==> config.mk <==
export PLATFORM = sky130hd
export DESIGN_NAME = aud_ser_tx
export DESIGN_NICKNAME = d
export VERILOG_FILES = /design/src/rtl/aud_ser_tx_pkg.sv /design/src/rtl/aud_ser_tx_clkgen.sv /design/src/rtl/aud_ser_tx_slot.sv /design/src/rtl/aud_ser_tx_hold.sv /design/src/rtl/aud_ser_tx_bitsel.sv /design/src/rtl/aud_ser_tx.sv
export SDC_FILE = /design/constraint.sdc
export NUM_CORES = 1
export LEC_CHECK = 0
export BUFFER_PORTS_ARGS = -buffer_cell sky130_fd_sc_hd__buf_2
export CAP_MARGIN = 5
export CORE_MARGIN = 8
export CORE_UTILIZATION = 50
export DETAILED_ROUTE_END_ITERATION = 8
export GPL_TIMING_DRIVEN = 0
export HOLD_SLACK_MARGIN = 0.02
export PLACE_DENSITY = 0.76
export SYNTH_ARGS = -nofsm -noshare
export SYNTH_HDL_FRONTEND = slang
export SYNTH_SLANG_ARGS = --single-unit
==> constraint.sdc <==
create_clock -name clk -period 5.8 [get_ports clk]
set_input_delay 0.29 -clock clk [delete_from_list [all_inputs] [get_ports clk]]
set_output_delay 0.29 -clock clk [all_outputs]
set_load 0.005 [all_outputs]
==> src/rtl/aud_ser_tx_pkg.sv <==
package aud_ser_tx_pkg;
  typedef enum logic [1:0] {
    FMT_STD = 2'b00,
    FMT_LJ  = 2'b01,
    FMT_RJ  = 2'b10,
    FMT_RSV = 2'b11
  } fmt_e;
endpackage

==> src/rtl/aud_ser_tx_clkgen.sv <==
// Bit-clock strobe source: divider as clock owner, synchroniser as follower.
module aud_ser_tx_clkgen #(
  parameter int DIV_W = 8
) (
  input  logic             clk,
  input  logic             rst_n,
  input  logic             master_i,
  input  logic [DIV_W-1:0] div_i,
  input  logic             bclk_i,
  input  logic             lrclk_i,
  output logic             fall_o,
  output logic             rise_o,
  output logic             bclk_o,
  output logic             lr_sync_o
);
  logic [DIV_W-1:0] cnt_q, cnt_d;
  logic             bclk_q, bclk_d;
  logic [1:0]       bsync_q, lsync_q;
  logic             bprev_q;
  logic             half_done;
  logic             m_fall, m_rise, s_fall, s_rise;

  assign half_done = (cnt_q == div_i);

  always_comb begin
    cnt_d  = cnt_q;
    bclk_d = bclk_q;
    if (!master_i) begin
      cnt_d  = '0;
      bclk_d = 1'b0;
    end else if (half_done) begin
      cnt_d  = '0;
      bclk_d = ~bclk_q;
    end else begin
      cnt_d  = cnt_q + 1'b1;
    end
  end

  always_ff @(posedge clk or negedge rst_n) begin
    if (!rst_n) begin
      cnt_q   <= '0;
      bclk_q  <= 1'b0;
      bsync_q <= 2'b00;
      lsync_q <= 2'b00;
      bprev_q <= 1'b0;
    end else begin
      cnt_q   <= cnt_d;
      bclk_q  <= bclk_d;
      bsync_q <= {bsync_q[0], bclk_i};
      lsync_q <= {lsync_q[0], lrclk_i};
      bprev_q <= bsync_q[1];
    end
  end

  assign m_fall    = master_i && half_done && bclk_q;
  assign m_rise    = master_i && half_done && !bclk_q;
  assign s_fall    = !master_i && bprev_q && !bsync_q[1];
  assign s_rise    = !master_i && !bprev_q && bsync_q[1];
  assign fall_o    = m_fall || s_fall;
  assign rise_o    = m_rise || s_rise;
  assign bclk_o    = bclk_q;
  assign lr_sync_o = lsync_q[1];
endmodule

==> src/rtl/aud_ser_tx_slot.sv <==
// Slot position and channel tracker; realigns to external LR edges as follower.
module aud_ser_tx_slot #(
  parameter int SLOT_W = 32,
  localparam int POS_W = $clog2(SLOT_W)
) (
  input  logic             clk,
  input  logic             rst_n,
  input  logic             master_i,
  input  logic             fall_i,
  input  logic             rise_i,
  input  logic             lr_i,
  output logic [POS_W-1:0] pos_nx_o,
  output logic             ch_nx_o,
  output logic             ch_o,
  output logic             frame_start_o
);
  localparam logic [POS_W-1:0] LAST = POS_W'(SLOT_W - 1);

  logic [POS_W-1:0] pos_q, pos_d;
  logic             ch_q, ch_d;
  logic             seen_q, seen_d;
  logic             wrap;

  assign wrap     = (pos_q == LAST);
  assign pos_nx_o = wrap ? '0 : pos_q + 1'b1;
  assign ch_nx_o  = wrap ? ~ch_q : ch_q;

  always_comb begin
    pos_d  = pos_q;
    ch_d   = ch_q;
    seen_d = seen_q;
    if (fall_i) begin
      pos_d = pos_nx_o;
      ch_d  = ch_nx_o;
    end else if (rise_i && !master_i) begin
      seen_d = lr_i;
      if (lr_i != seen_q) begin
        pos_d = '0;
        ch_d  = lr_i;
      end
    end
  end

  always_ff @(posedge clk or negedge rst_n) begin
    if (!rst_n) begin
      pos_q  <= LAST;
      ch_q   <= 1'b1;
      seen_q <= 1'b1;
    end else begin
      pos_q  <= pos_d;
      ch_q   <= ch_d;
      seen_q <= seen_d;
    end
  end

  assign ch_o          = ch_q;
  assign frame_start_o = fall_i && wrap && ch_q;
endmodule

==> src/rtl/aud_ser_tx_hold.sv <==
// One-pair holding register in front of the active pair.
module aud_ser_tx_hold #(
  parameter int SMP_MAX = 24
) (
  input  logic               clk,
  input  logic               rst_n,
  input  logic               valid_i,
  input  logic [SMP_MAX-1:0] left_i,
  input  logic [SMP_MAX-1:0] right_i,
  input  logic               load_i,
  output logic               ready_o,
  output logic [SMP_MAX-1:0] use_l_o,
  output logic [SMP_MAX-1:0] use_r_o,
  output logic               underrun_o
);
  logic [SMP_MAX-1:0] pend_l_q, pend_r_q, pend_l_d, pend_r_d;
  logic [SMP_MAX-1:0] act_l_q, act_r_q, act_l_d, act_r_d;
  logic               pend_v_q, pend_v_d;
  logic               und_q, und_d;
  logic               take, swap;

  assign ready_o = !pend_v_q;
  assign take    = valid_i && !pend_v_q;
  assign swap    = load_i && pend_v_q;

  always_comb begin
    pend_l_d = pend_l_q;
    pend_r_d = pend_r_q;
    pend_v_d = pend_v_q;
    act_l_d  = act_l_q;
    act_r_d  = act_r_q;
    und_d    = und_q;
    if (take) begin
      pend_l_d = left_i;
      pend_r_d = right_i;
      pend_v_d = 1'b1;
    end
    if (load_i) begin
      und_d = !pend_v_q;
    end
    if (swap) begin
      act_l_d  = pend_l_q;
      act_r_d  = pend_r_q;
      pend_v_d = 1'b0;
    end
  end

  always_ff @(posedge clk or negedge rst_n) begin
    if (!rst_n) begin
      pend_l_q <= '0;
      pend_r_q <= '0;
      pend_v_q <= 1'b0;
      act_l_q  <= '0;
      act_r_q  <= '0;
      und_q    <= 1'b0;
    end else begin
      pend_l_q <= pend_l_d;
      pend_r_q <= pend_r_d;
      pend_v_q <= pend_v_d;
      act_l_q  <= act_l_d;
      act_r_q  <= act_r_d;
      und_q    <= und_d;
    end
  end

  assign use_l_o    = swap ? pend_l_q : act_l_q;
  assign use_r_o    = swap ? pend_r_q : act_r_q;
  assign underrun_o = und_q;
endmodule

==> src/rtl/aud_ser_tx_bitsel.sv <==
// Picks the sample bit for a slot position, left- and right-aligned.
module aud_ser_tx_bitsel #(
  parameter int SLOT_W  = 32,
  parameter int SMP_MAX = 24,
  localparam int POS_W  = $clog2(SLOT_W),
  localparam int WID_W  = $clog2(SMP_MAX + 1),
  localparam int CW     = POS_W + 2
) (
  input  logic [WID_W-1:0]   width_i,
  input  logic [POS_W-1:0]   pos_i,
  input  logic [SMP_MAX-1:0] sample_i,
  output logic               lj_o,
  output logic               rj_o
);
  logic [CW-1:0] w, p, lj_idx, rj_idx;

  assign w      = CW'(width_i);
  assign p      = CW'(pos_i);
  assign lj_idx = w - CW'(1) - p;
  assign rj_idx = CW'(SLOT_W - 1) - p;

  always_comb begin
    lj_o = 1'b0;
    rj_o = 1'b0;
    for (int b = 0; b < SMP_MAX; b++) begin
      if (CW'(b) < w) begin
        if (CW'(b) == lj_idx) lj_o = sample_i[b];
        if (CW'(b) == rj_idx) rj_o = sample_i[b];
      end
    end
  end
endmodule

==> src/rtl/aud_ser_tx.sv <==
module aud_ser_tx
  import aud_ser_tx_pkg::*;
#(
  parameter int SLOT_W   = 32,
  parameter int SMP_MAX  = 24,
  parameter int DIV_W    = 8,
  localparam int POS_W   = $clog2(SLOT_W),
  localparam int WID_W   = $clog2(SMP_MAX + 1)
) (
  input  logic               clk,
  input  logic               rst_n,
  input  logic               master_i,
  input  logic [1:0]         fmt_i,
  input  logic [WID_W-1:0]   width_i,
  input  logic [DIV_W-1:0]   div_i,
  input  logic               bclk_i,
  input  logic               lrclk_i,
  input  logic               smp_valid_i,
  output logic               smp_ready_o,
  input  logic [SMP_MAX-1:0] smp_left_i,
  input  logic [SMP_MAX-1:0] smp_right_i,
  output logic               bclk_o,
  output logic               lrclk_o,
  output logic               sdata_o,
  output logic               underrun_o
);
  logic [1:0]         rst_sync_q;
  logic               rst_n_int;
  logic               fall_stb, rise_stb, bclk_gen, lr_sync;
  logic [POS_W-1:0]   pos_nx;
  logic               ch_nx, ch_cur, frame_start;
  logic [SMP_MAX-1:0] use_l, use_r, cur_smp;
  logic               lj_bit, rj_bit;
  logic               sdata_q, sdata_d, dly_q, dly_d;
  fmt_e               fmt;

  always_ff @(posedge clk or negedge rst_n) begin
    if (!rst_n) rst_sync_q <= 2'b00;
    else        rst_sync_q <= {rst_sync_q[0], 1'b1};
  end
  assign rst_n_int = rst_sync_q[1];

  aud_ser_tx_clkgen #(.DIV_W(DIV_W)) clkgen_i (
    .clk(clk), .rst_n(rst_n_int), .master_i(master_i), .div_i(div_i),
    .bclk_i(bclk_i), .lrclk_i(lrclk_i), .fall_o(fall_stb), .rise_o(rise_stb),
    .bclk_o(bclk_gen), .lr_sync_o(lr_sync)
  );

  aud_ser_tx_slot #(.SLOT_W(SLOT_W)) slot_i (
    .clk(clk), .rst_n(rst_n_int), .master_i(master_i), .fall_i(fall_stb),
    .rise_i(rise_stb), .lr_i(lr_sync), .pos_nx_o(pos_nx), .ch_nx_o(ch_nx),
    .ch_o(ch_cur), .frame_start_o(frame_start)
  );

  aud_ser_tx_hold #(.SMP_MAX(SMP_MAX)) hold_i (
    .clk(clk), .rst_n(rst_n_int), .valid_i(smp_valid_i), .left_i(smp_left_i),
    .right_i(smp_right_i), .load_i(frame_start), .ready_o(smp_ready_o),
    .use_l_o(use_l), .use_r_o(use_r), .underrun_o(underrun_o)
  );

  assign cur_smp = ch_nx ? use_r : use_l;

  aud_ser_tx_bitsel #(.SLOT_W(SLOT_W), .SMP_MAX(SMP_MAX)) bitsel_i (
    .width_i(width_i), .pos_i(pos_nx), .sample_i(cur_smp),
    .lj_o(lj_bit), .rj_o(rj_bit)
  );

  assign fmt = fmt_e'(fmt_i);

  always_comb begin
    sdata_d = sdata_q;
    dly_d   = dly_q;
    if (fall_stb) begin
      dly_d = lj_bit;
      case (fmt)
        FMT_STD: sdata_d = dly_q;
        FMT_RJ:  sdata_d = rj_bit;
        default: sdata_d = lj_bit;
      endcase
    end
  end

  always_ff @(posedge clk or negedge rst_n_int) begin
    if (!rst_n_int) begin
      sdata_q <= 1'b0;
      dly_q   <= 1'b0;
    end else begin
      sdata_q <= sdata_d;
      dly_q   <= dly_d;
    end
  end

  assign sdata_o = sdata_q;
  assign bclk_o  = master_i && bclk_gen;
  assign lrclk_o = master_i && ch_cur;
endmodule

==> results of run 1 <==
-- critical path, delay by kind of cell (launching register included) --
| kind | cells | cell delay, ns |
|---|---|---|
| flip-flops | 1 | 0.56 |
| AND/OR/NAND/NOR | 5 | 0.76 |
| buffers and inverters | 1 | 0.25 |
| AO/OA/AOI/OAI | 7 | 1.78 |
| adder cells (fa/ha/maj) | 4 | 1.10 |
-- area by class of cell --
class	count	area, sq um
timing repair buffer	75	413
inverter	22	82.6
fill	1225	5500
tap	180	225
clock buffer	20	457
multi-input combinational	596	3740
buffer	39	214
sequential	123	3090
clock inverter	12	160
-- placed cells by master (no fill, tap or decap), types with 4 or more instances in the layout --
cell	Yosys	layout
o211ai_1	7	7
a21o_1	5	5
and3_1	8	8
dfstp_2	7	7
buf_1	8	8
nor3_1	18	18
ha_1	10	10
o21ai_0	37	37
and2_1	6	6
or4_1	4	4
xor2_1	16	16
a31oi_1	9	9
inv_1	22	22
clkbuf_1	15	16
a21boi_0	6	6
nor2_1	51	51
o31ai_1	6	6
a21oi_1	17	17
mux2_2	48	48
nand4_1	7	7
o21a_1	4	4
nand3_1	29	29
a211oi_1	6	6
nand2b_1	4	4
nor4_1	5	5
buf_2	8	79
clkbuf_16	0	17
dfrtp_1	116	115
xnor2_1	8	8
mux2i_1	20	20
nand2_1	178	178
nor2b_1	10	10
clkbuf_8	3	5
o21ai_1	6	6
nor3b_1	4	4
or3_1	4	4
-- through the flow --
stage / hold WS (ns) / cell area (sq um)
global route: 0.0896 / 8380
floorplan: -0.00559 / 7120
global placement: 0.0751 / 7700
finish: 0.0808 / 8380
detailed placement: 0.0780 / 7730
CTS: 0.0752 / 8380
-- routing by layer --
layer	vias up	GRT usage (%)	part of all wire, %
met5	-	0	0
met4	0	8.51	2.4
met3	41	4.93	6.5
met2	242	36.8	47
met1	3028	29.5	44
li1	2922	-	-
-- sequential cells by signal, indices dropped and copies added (netlist names), 2 cells and up --
name and flops:
hold_i.act_l_q 24, hold_i.act_r_q 24, hold_i.pend_l_q 24, hold_i.pend_r_q 24, clkgen_i.cnt_q 8, slot_i.pos_q 5
clkgen_i.bsync_q 2, clkgen_i.lsync_q 2, rst_sync_q 2
-- worst paths after layout --
check	start	to	slack, ns	cells past startpoint
max in group asynchronous	rst_sync_q[1]	hold_i.act_l_q[3]	4.64	1
worst max-delay path	slot_i.pos_q[0]	sdata_o	1.23	17
min in group asynchronous	rst_n	rst_sync_q[1]	0.18	2
worst min register to register	rst_sync_q[0]	rst_sync_q[1]	0.35	0
worst max register to register	slot_i.pos_q[0]	sdata_o	1.23	17
worst min-delay path	smp_right_i[23]	hold_i.pend_r_q[23]	0.08	3
-- synth_stat cells (5+ instances only) --
cell and count:
a211oi_1 6, a21boi_0 6, a21o_1 5, a21oi_1 17, a31oi_1 9, and2_1 6
and3_1 8, buf_1 8, buf_2 8, clkbuf_1 15, dfrtp_1 116, dfstp_2 7
ha_1 10, inv_1 22, mux2_2 48, mux2i_1 20, nand2_1 178, nand3_1 29
nand4_1 7, nor2_1 51, nor2b_1 10, nor3_1 18, nor4_1 5, o211ai_1 7
o21ai_0 37, o21ai_1 6, o31ai_1 6, xnor2_1 8, xor2_1 16
-- cell families after synthesis --
group,Yosys count,share of synthesized area (%)
XOR/XNOR,25,3.18
AND/OR/NAND/NOR,351,23.0
multiplexers,71,11.1
AO/OA/AOI/OAI,137,13.2
other,1,0.0526
flip-flops,123,43.3
buffers and inverters,61,4.16
adder cells (fa/ha/maj),11,2.04
-- power by group through the flow --
stage	Sequential [mW]	Clock, mW	Combinational, mW
5_1_grt	0.986	1.16	0.790
4_1_cts	0.977	1.12	0.707
6_report	0.977	1.11	0.722
2_1_floorplan	0.980	0	0.509
3_3_place_gp	0.998	0	0.683
3_5_place_dp	0.990	0	0.701
==> results.ini, run 1 <==
[run_status]
status=finished clean

[power]
p_int_mw=1.90
p_sw_share_pct=32.3
vdd_ir_drop_max_v=0.000247
power.density_mw_per_mm2=335
p_switching_mw=0.907
leakage_nw=3.98
power_frac_seq_pct=34.7
combPwrFrac_pct=25.7
power_mw=2.81
pwr-share-clk_pct=39.6

[cts]
cts_resized=0
cts_tree=built
cts_buffers=17
cts.path.max_buffers=2
post_cts_buffers=0
postCtsHoldBufs=3
htreeDepth=4
insertion_delay_ns=0.42
cts.sinks=123
clk_pin_slew_ns=0.06
clockRootBuffer=clkbuf_16

[grt]
grt_usage_pct=22.8
grt_pass1_vias=6403
overflow=0
grt_max_degree=74
grt_first_pass_wirelength_um=33000
antenna_found_initial=0

[logic_synthesis]
synth_top_area_share_pct=40.8
yosys_most_used_dff=dfrtp_1
yosysUniqueCellTypes=83
yosys.area.top_type=dfrtp_1
synth_area_per_cell_sq_um=9.13
syn_inst=780
synth-warning-count=0
ys_top_cells_by_area=dfrtp_1 (41%), nand2_1 (9.4%), mux2_2 (7.6%)
synth.yosys.seq_area_share_pct=43.3
synthArstFlopShare_pct=100
synth.cell_area_sq_mm=0.00712
synthesis.nets=860
ys_ff_latch=123
synth_edf_count=0

[setup_path]
crit_chain=ha_1 > and3_1 > ha_1 > buf_2 > nor2_1 > ha_1 > fa_1 > nor2b_1 > nor3_1 > a2111oi_1 > o211ai_1 > a211oi_1 > a211oi_1 > a221oi_2 > nand4_1 > o211ai_2 > o21ai_1
cpPeakStageDelay_ns=0.56
crit_type=flop to flop
worstSetupEndpointType=flop
cp_max_fo=10
cp-start-kind=flop
slowest_stage=dfstp_2
worstPathRequired_ns=6.09
arrival_ns=4.86
cp_common_cell=ha_1

[floorplanning]
start_util_pct=51.3
dieArea_sq_mm=0.0183
core_region_area_sq_mm=0.0139
num_rows=43
die_w_um=135
dieHeight_um=135
ios=74

[sta]
finalSetupViolations=0
fin_crit_sh_pct=78.7
slew_headroom_pct=45.0
fin_crit_ns=4.57
fmax_mhz=219
skew_ns=0.00966
rsz0062_at_grt=false
fin_ws_ns=1.23
worst_pin_slew_ns=0.819
hold_viol_final=0
setup_tns_ns=0
drv_slew=0

[layout]
fin_util_pct=60.4
stdcell_count=1067
drive_gt1_share_pct=22.4
synthToLayoutAreaGrowth_pct=17.7
antenna_cells=0
final_nets=954

[place]
gpl.final_weighted_congestion=0.975
place_ws_ns=1.33
numPortBuffers=71
dp_hpwl_um=14700
dp.cells=1032

[hold_path]
hold_path_class=primary input to flop

[detailed_routing]
detail-route-antenna-nets=0
first_pass_iters=5
postRouteWirelength_um=20000
drt-vias-per-instance=5.84
routedWlPerCell_um=18.8
drc=0
via_count=6233
initialDrtViolationCount=533

[run]
maxCapViolations=0

(Power assumes the default switching activity.)
==> run 2: changes to the inputs <==
==> constraint.sdc (replaced) <==
create_clock -name clk -period 4.7 [get_ports clk]
set_input_delay 0.235 -clock clk [delete_from_list [all_inputs] [get_ports clk]]
set_output_delay 0.235 -clock clk [all_outputs]
set_load 0.005 [all_outputs]
==> run 2 against run 1 <==
Net effect:
- sequential power up 24%
- largest cell class unchanged
- clock power up 23%
- largest power group unchanged
- combinational power up 25%
==> results.ini, run 2 (synthesis gave the netlist of run 1 again) <==
[run_status]
status=finished clean

[hold_path]
worstHoldPathCells=3  ; unchanged
min-delay-start=smp_right_i[23]
hold_path_class=primary input to flop
hold_end=hold_i.pend_r_q[23]

[sta]
slew_headroom_pct=45.1  ; +0.10 points
rsz0062_at_grt=false
fin_crit_sh_pct=94.4  ; +16 points
fin_crit_ns=4.44  ; -0.130 ns
drv_slew=0  ; unchanged
fmax_mhz=225  ; +2.9%
hold_viol_final=0  ; unchanged
finalSetupViolations=0  ; unchanged
skew_ns=0.00955  ; -0.000112 ns
worst_pin_slew_ns=0.818  ; -0.00151 ns

[cts]
cts.path.max_buffers=2  ; unchanged
cts.sinks=123  ; unchanged
insertion_delay_ns=0.42  ; about the same
clk_pin_slew_ns=0.06  ; about the same
clockRootBuffer=clkbuf_16
cts_tree=built
htreeDepth=4  ; unchanged
cts_buffers=17  ; unchanged

[layout]
multi_input_area_sq_mm=0.00375  ; +0.27%
fin_util_pct=60.5  ; +0.072 points
final_nets=954  ; unchanged
stdcell_count=1067  ; unchanged
n_fill_cell=1224  ; -0.082%
synthToLayoutAreaGrowth_pct=17.8
final_common_cell=nand2_1
layout_common_cells=nand2_1 (178), dfrtp_1 (115), buf_2 (79)
drive_gt1_share_pct=22.8  ; +0.34 points
regArea_sq_mm=0.00309  ; unchanged
antenna_cells=0  ; unchanged

[floorplanning]
core_region_area_sq_mm=0.0139  ; unchanged
ios=74  ; unchanged
die_w_um=135  ; unchanged
start_util_pct=51.3  ; unchanged
dieHeight_um=135  ; unchanged
num_rows=43  ; unchanged
dieArea_sq_mm=0.0183  ; unchanged

[power]
power.density_mw_per_mm2=415  ; +24%
leakage_nw=3.98  ; about the same
vdd_ir_drop_max_v=0.000306  ; +24%

[setup_path]
slowest_stage=dfstp_2
arrival_ns=4.73  ; -0.13 ns
regToRegEndpoint=sdata_o
cpPeakStageDelay_ns=0.56  ; about the same
crit_buf_inv=1  ; unchanged
worstPathRequired_ns=4.99  ; -1.10 ns
cp_common_cell=ha_1
ff2ff_path_depth=17  ; unchanged
cp_max_fo=10  ; unchanged
crit_type=flop to flop
critPathTopFamily=compound AO/OA/AOI/OAI gates
worstSetupEndpointType=flop
crit_chain=ha_1 > and3_1 > ha_1 > buf_2 > nor2_1 > ha_1 > fa_1 > nor2b_2 > nor3_1 > a2111oi_2 > o211ai_1 > a211oi_1 > a211oi_1 > a221oi_2 > nand4_1 > o211ai_2 > o21ai_1
r2r_start=slot_i.pos_q[0]
cp-start-kind=flop
r2r_setup_slack_ns=0.26  ; -0.97 ns

[grt]
antenna_found_initial=0  ; unchanged
grt_usage_pct=22.8  ; unchanged
grt_pass1_vias=6403  ; unchanged
grt_max_degree=74  ; unchanged
grt_first_pass_wirelength_um=33000  ; unchanged
overflow=0  ; unchanged

[place]
numPortBuffers=71  ; unchanged
dp.cells=1032  ; unchanged
gpl.final_weighted_congestion=0.975  ; unchanged
dp_hpwl_um=14700  ; unchanged

[detailed_routing]
initialDrtViolationCount=518  ; -2.8%
drc=0  ; unchanged
routedWlPerCell_um=18.8  ; about the same
first_pass_iters=7  ; +2
via_count=6229  ; -0.064%
postRouteWirelength_um=20100  ; about the same
drt-vias-per-instance=5.84  ; about the same
detail-route-antenna-nets=0  ; unchanged

[run]
maxCapViolations=0  ; unchanged

## run 2: changes by cell type in the layout (fill, tap and decap cells not counted)
cell | previous run | this run
a2111oi_1 | 1 | 0
a2111oi_2 | 0 | 1
nor2_1 | 51 | 50
nor2_2 | 0 | 1
nor2b_1 | 10 | 9
nor2b_2 | 0 | 1
## run 2: repair_timing
| action | CTS | global route |
|---|---|---|
| gates resized for setup | 0 | 3 |
| buffers inserted | 0 | 0 |
| hold endpoints to repair | 4 | 0 |
| hold buffers | 3 | 0 |
| setup endpoints to repair | 0 | 2 |
## run 2: layout make-up
type | count | share of cell area (%)
Multi-Input combinational cell | 596 | 44.7
Sequential cell | 123 | 36.8
Clock buffer | 20 | 5.44
Timing Repair Buffer | 75 | 4.92
Tap cell | 180 | 2.68
Buffer | 39 | 2.55
Clock inverter | 12 | 1.91
Inverter | 22 | 0.984
## run 2: layer usage
layer	share of wire, %	track usage (%)
met2	47	36.8
met5	0	0
met1	44	29.5
met4	2.2	8.51
met3	6.9	4.93
## run 2: worst register-to-register path, cell delays in order (launching register included)
cell	delay (ns)
dfstp_2	0.56
ha_1	0.18
and3_1	0.16
ha_1	0.27
buf_2	0.25
nor2_1	0.09
ha_1	0.23
fa_1	0.43
nor2b_2	0.20
nor3_1	0.08
a2111oi_2	0.41
o211ai_1	0.29
a211oi_1	0.32
a211oi_1	0.10
a221oi_2	0.34
nand4_1	0.16
o211ai_2	0.16
o21ai_1	0.09
## run 2: worst max path at each step
stage                    endpoint             from  cells past startpoint
3_3_place_gp   hold_i.pend_l_q[4]    rst_sync_q[1]                      0
5_1_grt                   sdata_o  slot_i.pos_q[0]                     17
3_5_place_dp                dly_q  slot_i.pos_q[0]                     17
6_report                  sdata_o  slot_i.pos_q[0]                     17
4_1_cts                   sdata_o  slot_i.pos_q[0]                     17
2_1_floorplan             sdata_o  slot_i.pos_q[0]                     17
## run 2: where the power goes
part / leakage [nW] / switching, mW / internal (mW) / total, mW
clock: 0.301 / 0.506 / 0.867 / 1.37
sequential: 1.59 / 0.0625 / 1.14 / 1.21
combinational: 2.09 / 0.558 / 0.343 / 0.901
total: 3.98 / 1.13 / 2.35 / 3.48
## run 2: through the flow
step           setup TNS [ns]  hold WS, ns  worst slack (ns)  area [sq um]  total power, mW
2_1_floorplan               0      -0.0606             0.811          7120             1.84
3_3_place_gp           -29.68       0.0201            -0.272          7700             2.07
3_5_place_dp                0       0.0230             0.228          7730             2.09
4_1_cts                     0       0.0202             0.190          8380             3.46
5_1_grt                     0       0.0346            0.0120          8390             3.64
6_report                    0       0.0251             0.263          8390             3.48
